$ cat src/rtl/liw_pkg.sv
package liw_pkg;
  // Strobes passed from the timing control to the per-port gating.
  typedef struct packed {
    logic active;    // warning function running this cycle
    logic blankWin;  // counter lies inside the quiet window
  } liwStrobe_t;
endpackage

$ cat src/rtl/liw_ctrl.sv
module liw_ctrl #(
  parameter int PERIOD_CYC      = 95000000,
  parameter int OFF_CYC         = 10625000,
  parameter int FAST_PERIOD_CYC = 23350000,
  parameter int FAST_OFF_CYC    = 2600000
) (
  input  logic                clk,
  input  logic                rstN,
  input  logic                liwEnable,
  input  logic                singleSpeed,
  input  logic                testFast,
  output liw_pkg::liwStrobe_t strb
);
  localparam int CNT_W = $clog2(PERIOD_CYC + 1);
  localparam logic [CNT_W-1:0] NORM_LAST = CNT_W'(PERIOD_CYC - 1);
  localparam logic [CNT_W-1:0] FAST_LAST = CNT_W'(FAST_PERIOD_CYC - 1);
  localparam logic [CNT_W-1:0] NORM_OFF  = CNT_W'(OFF_CYC);
  localparam logic [CNT_W-1:0] FAST_OFF  = CNT_W'(FAST_OFF_CYC);
  localparam logic [CNT_W-1:0] NORM_LIM  = CNT_W'(PERIOD_CYC);

  logic             active;
  logic [CNT_W-1:0] cycCnt;
  logic [CNT_W-1:0] lastCnt;
  logic [CNT_W-1:0] offLim;

  assign active  = liwEnable && singleSpeed;
  assign lastCnt = testFast ? FAST_LAST : NORM_LAST;
  assign offLim  = testFast ? FAST_OFF  : NORM_OFF;

  // Shared period counter; held at zero whenever the function is idle.
  always_ff @(posedge clk) begin
    if (!rstN)                 cycCnt <= '0;
    else if (!active)          cycCnt <= '0;
    else if (cycCnt >= lastCnt) cycCnt <= '0;
    else                       cycCnt <= cycCnt + 1'b1;
  end

  always_comb begin
    strb.active   = active;
    strb.blankWin = active && (cycCnt < offLim);
  end

  // an idle cycle always leaves the counter at zero.
  assert_idle_restart_R9: assert property (@(posedge clk) disable iff (!rstN)
    !(liwEnable && singleSpeed) |=> (cycCnt == '0));

  // the counter never leaves the longest period.
  assert_count_bound_R4: assert property (@(posedge clk) disable iff (!rstN)
    cycCnt < NORM_LIM);
endmodule

$ cat src/rtl/liw_gate.sv
module liw_gate #(
  parameter int NUM_PORTS = 2
) (
  input  logic                 clk,
  input  logic                 rstN,
  input  liw_pkg::liwStrobe_t  strb,
  input  logic [NUM_PORTS-1:0] linkUp,
  output logic [NUM_PORTS-1:0] txOff
);
  logic                 allDown;
  logic [NUM_PORTS-1:0] txNext;

  assign allDown = ~|linkUp;

  for (genvar g = 0; g < NUM_PORTS; g++) begin : gPort
    assign txNext[g] = strb.active && (allDown || (!linkUp[g] && strb.blankWin));

    // a port with its link present is released on the next edge.
    assert_up_released_R8: assert property (@(posedge clk) disable iff (!rstN)
      linkUp[g] |=> !txOff[g]);
  end

  always_ff @(posedge clk) begin
    if (!rstN) txOff <= '0;
    else       txOff <= txNext;
  end

  // no blanking while the function is idle.
  assert_idle_quiet_R2: assert property (@(posedge clk) disable iff (!rstN)
    !strb.active |=> (txOff == '0));

  // all links lost silences every transmitter.
  assert_all_down_R7: assert property (@(posedge clk) disable iff (!rstN)
    (strb.active && (linkUp == '0)) |=> (&txOff));
endmodule

$ cat src/rtl/link_warn_timer.sv
module link_warn_timer #(
  parameter int NUM_PORTS       = 2,
  parameter int PERIOD_CYC      = 95000000,
  parameter int OFF_CYC         = 10625000,
  parameter int FAST_PERIOD_CYC = 23350000,
  parameter int FAST_OFF_CYC    = 2600000
) (
  input  logic                 clk,
  input  logic                 rstN,
  input  logic                 liwEnable,
  input  logic                 singleSpeed,
  input  logic                 testFast,
  input  logic [NUM_PORTS-1:0] linkUp,
  output logic [NUM_PORTS-1:0] txOff
);
  liw_pkg::liwStrobe_t strb;

  liw_ctrl #(
    .PERIOD_CYC(PERIOD_CYC), .OFF_CYC(OFF_CYC),
    .FAST_PERIOD_CYC(FAST_PERIOD_CYC), .FAST_OFF_CYC(FAST_OFF_CYC)
  ) uCtrl (
    .clk(clk), .rstN(rstN), .liwEnable(liwEnable),
    .singleSpeed(singleSpeed), .testFast(testFast), .strb(strb)
  );

  liw_gate #(.NUM_PORTS(NUM_PORTS)) uGate (
    .clk(clk), .rstN(rstN), .strb(strb), .linkUp(linkUp), .txOff(txOff)
  );
endmodule

$ cat config.mk
export PLATFORM = sky130hd
export DESIGN_NAME = link_warn_timer
export DESIGN_NICKNAME = d
export VERILOG_FILES = /design/src/rtl/liw_pkg.sv /design/src/rtl/liw_ctrl.sv /design/src/rtl/liw_gate.sv /design/src/rtl/link_warn_timer.sv
export SDC_FILE = /design/constraint.sdc
export NUM_CORES = 1
export LEC_CHECK = 0
export ABC_AREA = 1
export CAP_MARGIN = 10
export CORE_MARGIN = 4
export CORE_UTILIZATION = 25
export CTS_BUF_LIST = sky130_fd_sc_hd__clkbuf_16
export DETAILED_ROUTE_END_ITERATION = 10
export GPL_TIMING_DRIVEN = 0
export PLACE_DENSITY = 0.5
export SETUP_SLACK_MARGIN = 0.5
export SKIP_CTS_REPAIR_TIMING = 1
export SKIP_LAST_GASP = 1
export SYNTH_ARGS = -nofsm -noshare
export SYNTH_HDL_FRONTEND = slang
export SYNTH_SLANG_ARGS = --single-unit
$ cat constraint.sdc
create_clock -name clk -period 5 [get_ports clk]
set_clock_uncertainty 0.1 [all_clocks]
set_input_delay 1.5 -clock clk [delete_from_list [all_inputs] [get_ports clk]]
set_output_delay 1.5 -clock clk [all_outputs]
set_load 0.005 [all_outputs]
### Word-level counts from Yosys, hierarchy flattened

Index checks and enable logic that the tools add are counted.

| storage, ports and cells | value |
|---|---|
| output and inout bits | 2 |
| register bits after elaboration | 29 |
| input bits | 7 |

| operators by class | value |
|---|---|
| reductions and logical operators | 13 |
| bitwise operators | 2 |
| multiplexer cells | 2 |
| add/subtract/negate cells | 1 |
| magnitude comparators | 2 |

Operators with widths:

| cell | count |
|---|---|
| 27-bit by 1-bit adder with 27-bit output, second input constant | 1 |
| 27-bit >= comparator | 1 |
| 27-bit less-than comparator | 1 |
| 27-bit two-way mux | 1 |
| 24-bit two-way mux | 1 |
| 1-bit logical AND | 6 |
| 1-bit zero test | 3 |
| 3-bit OR reduction | 1 |
| 1-bit logical OR | 2 |
| 1-bit NOT | 2 |
| 2-bit OR reduction | 1 |

### Longest topological paths before layout

| logic depth | value |
|---|---|
| depth in word-level cells | 6 |
| gate-level depth with buffers | 12 |
| depth with buffers taken out | 11 |

### Modules after synthesis

A second synthesis with hierarchy kept.

| unflattened totals | value |
|---|---|
| cell total of the unflattened synthesis | 367 |
| area, all modules | 2269.7 µm² |

By module, submodules not included:

| module | area each (µm²) | seq. area each (µm²) | cells an instance | instances |
|---|---|---|---|---|
| liw_ctrl | 2188.3 | 540.5 | 355 | 1 |
| liw_gate | 81.3 | 40.0 | 12 | 1 |

### Least setup slack after synthesis

Ideal clock, no wire load.

| timing path | value |
|---|---|
| kind | input port to flip-flop |
| start | input testFast |
| end | register uCtrl.cycCnt[10] |
| required time | 4.784 ns |
| path buffers | 1 |
| setup time | 0.116 ns |
| stages | 11 |
| path slack | 1.955 ns |
| arrival time | 2.830 ns |
| cells stage by stage | inv_1 ha_1 inv_1 nand2_1 nor2_1 nand4_1 nor2_1 nand2_1 nand4_4 buf_6 nor2_1 |

| between the ends | value |
|---|---|
| longest elaborated chain between the ends | 3 |

RTL lines:

| element | RTL line | RTL |
|---|---|---|
| from (decl) | link_warn_timer.sv:12 | `input logic testFast,` |
| 27-bit two-way mux | liw_ctrl.sv:27 | `assign lastCnt = testFast ? FAST_LAST : NORM_LAST;` |
| 27-bit >= comparator | liw_ctrl.sv:34 | `else if (cycCnt >= lastCnt) cycCnt <= '0;` |
| 3-bit OR reduction (no source line) | -- |  |
| to (signal assigned) | liw_ctrl.sv:35 | `else cycCnt <= cycCnt + 1'b1;` |
| to (decl) | liw_ctrl.sv:22 | `logic [CNT_W-1:0] cycCnt;` |

No other way between the ends.
A chain may end at the register's enable or synchronous reset.

### Final worst setup path

Same ends and word-level chain as after synthesis.

==> results.yml <==
run_status:
  status: "complete, no violations"
worst_setup_path:
  reg2reg_from: "uCtrl.cycCnt[22]$_SDFF_PP0_"
  r2r_setup_slack_ns: 3.01
  path_class: "input port to flop"
  worstPathMaxFanout: 13
  path_cells: "clkdlybuf4s50_1 -> inv_1 -> ha_1 -> inv_1 -> nand2_1 -> nor2_1 -> nand4_1 -> nor2_1 -> nand2_1 -> nand4_4 -> buf_6 -> nor2_1"
  crit_arrival_ns: 4.22
  max_stage_delay_ns: 0.87
  path_delay_family: "buffers and inverters"
  r2r_end: "uCtrl.cycCnt[19]$_SDFF_PP0_"
  crit_path_end_kind: "flop"
  reg2regPathDepth: 9
  crit_required_ns: 5.06
  cp_slowest_cell: "clkdlybuf4s50_1"
  crit_path_start_kind: "input port"
  crit_buf_inv: 4
  path_common_cell: "nor2_1"
timing:
  drv_slew: 0
  final.setup.tns_ns: 0
  slew-limit-headroom: 0.576
  worst_slack_ns: 0.845
  holdWs_ns: 0.372
  fin_crit_sh: 0.831
  min_period_ns: 4.15
  rsz0062_at_grt: "false"
  worstMarginPinSlew_ns: 0.634
  maxClockFrequency_mhz: 241
  setup_viol: 0
  hold_viol: 0
global_routing:
  use_met3: 0.0218
  grtUsageTotal: 0.106
  met2_usage: 0.179
  grt_util_met1: 0.138
  busiest_layer: "met2"
  grt_pass1_vias: 1981
  grt_max_degree: 14
  grt_antenna_before_repair: 0
  overflow: 0
  grt_pass1_wl_mm: 9.29
synthesis:
  synth_seq_cells: 29
  async_flop_share: 0
  synth_area_leaders: "dfxtp_1, nand2_1, ha_1, nor2_1, inv_1"
  ys_types: 28
  synthFlopType: "dfxtp_1"
  netlist_area_mm2: 0.00228
  synth_fp_nets: 368
  yosysTopAreaCell: "dfxtp_1"
  yosysSeqAreaShare: 0.254
  yosys_warnings: 0
  syn_area_per_cell_um2: 6.74
  synthCells: 339
  synth_top_cell_area_share: 0.254
  yosys-top-cells-count: "nand2_1, nor2_1, inv_1, dfxtp_1, ha_1"
  synth_edf_count: 0
  post-synth-top-count-cell: "nand2_1"
die:
  rows: 34
  boundaryPins: 9
  die_area_mm2: 0.0107
  start_util: 0.259
  die_h_um: 104
  core-area_mm2: 0.00881
  dieWidth_um: 104
detailed_routing:
  antenna_left: 0
  drtPass1Iterations: 4
  drt-initial-drc-count: 67
  vias: 2046
  via_per_inst: 4.42
  drt_wl_total_mm: 5.48
  remaining_drc_errors: 0
  wl_per_cell_um: 11.8
power:
  irDropWorstVdd_uv: 123
  powerDensity_mw_per_mm2: 207
  p_leak_nw: 1.07
  p_total_w: 0.000546
finish:
  layout-drive-gt1-share: 0.104
  layout.nets: 383
  area_delta_synth_final_pct: 15.4
  antenna_cells: 0
clocking:
  tritoncts: "built"
  root_buffer: "clkbuf_16"
  cts.sinks: 29
  htreeDepth: 2
  cts_buffers: 5
  worst_skew_pair.late_latency_ns: 0.27
  cts_buffer_depth: 2
  clk_pin_slew_ns: 0.05
min_path:
  min_from: "uCtrl.cycCnt[0]$_SDFF_PP0_"
  hold_depth: 1
  hold_path_class: "flop to flop"
  min_to: "uCtrl.cycCnt[0]$_SDFF_PP0_"
placement:
  dp_slack_ns: 0.487
  place.gp.congestion: 0.817
  io_buffers: 8
  dp_hpwl_mm: 4.31
job:
  maxCapViolCount: 0
-- power breakdown --
| part | switching (W) | total [W] | leakage, nW | internal [W] |
|---|---|---|---|---|
| Sequential | 0.000000566 | 0.000233 | 0.234 | 0.000232 |
| Combinational | 0.0000182 | 0.0000307 | 0.764 | 0.0000125 |
| Clock | 0.000103 | 0.000283 | 0.0687 | 0.000180 |
| Total | 0.000122 | 0.000546 | 1.07 | 0.000424 |
-- registers in the layout, indices dropped and copies added (netlist names) --
name and count:
uCtrl.cycCnt 27, uGate.txOff 2
-- logic make-up after synthesis --
logic type / count (synthesis) / synth area share
buffers and inverters: 56 / 0.0991
flip-flops: 29 / 0.254
AO/OA/AOI/OAI: 15 / 0.0356
AND/OR/NAND/NOR: 196 / 0.410
XOR/XNOR: 21 / 0.0805
adder cells (fa/ha/maj): 22 / 0.120
-- final cells by class --
type	instances	area (µm²)
flip-flops and latches	29	581
repair buffers	8	80.1
clock buffers	5	125
well taps	108	135
multi-input cells	254	1480
plain buffers	3	27.5
clock inverters	3	12.5
inverters	53	199
fillers	968	6170
-- layout by cell type, fill, tap and decap left out, drive strengths merged --
| master | instances |
|---|---|
| nand2 | 81 |
| o21a | 1 |
| ha | 22 |
| nand3 | 14 |
| o21ai | 5 |
| nor3 | 19 |
| nand3b | 1 |
| nor2 | 68 |
| buf | 3 |
| clkinv | 3 |
| inv | 53 |
| xor2 | 13 |
| a21oi | 9 |
| dfxtp | 29 |
| clkbuf | 5 |
| nor4 | 1 |
| xnor2 | 8 |
| clkdlybuf4s50 | 8 |
| nand4 | 12 |
-- per-layer routing --
metal  vias to the layer above  wire length, µm
met5                         -                0
met4                         0               24
li1                       1099                -
met3                         2              218
met2                        26             2560
met1                       919             2680
-- worst max-delay path by stage --
stage              from                           to  slack, ns  depth (start not counted)
6_report       testFast  uCtrl.cycCnt[10]$_SDFF_PP0_       0.85                         12
2_1_floorplan  testFast  uCtrl.cycCnt[10]$_SDFF_PP0_       1.95                         11
3_5_place_dp   testFast  uCtrl.cycCnt[10]$_SDFF_PP0_       0.49                         12
4_1_cts        testFast  uCtrl.cycCnt[21]$_SDFF_PP0_       0.76                         11
3_3_place_gp   testFast  uCtrl.cycCnt[10]$_SDFF_PP0_       0.51                         11
5_1_grt        testFast  uCtrl.cycCnt[21]$_SDFF_PP0_       0.60                         11
-- metrics by stage --
stage | instances | util | area, µm²
after floorplan | 339 | - | 2280
after global placement | 455 | 0.284 | 2500
after detailed placement | 455 | 0.284 | 2500
after CTS | 463 | 0.300 | 2640
after global routing | 463 | 0.300 | 2640
final | 463 | 0.300 | 2640
(Power assumes the default switching activity.)
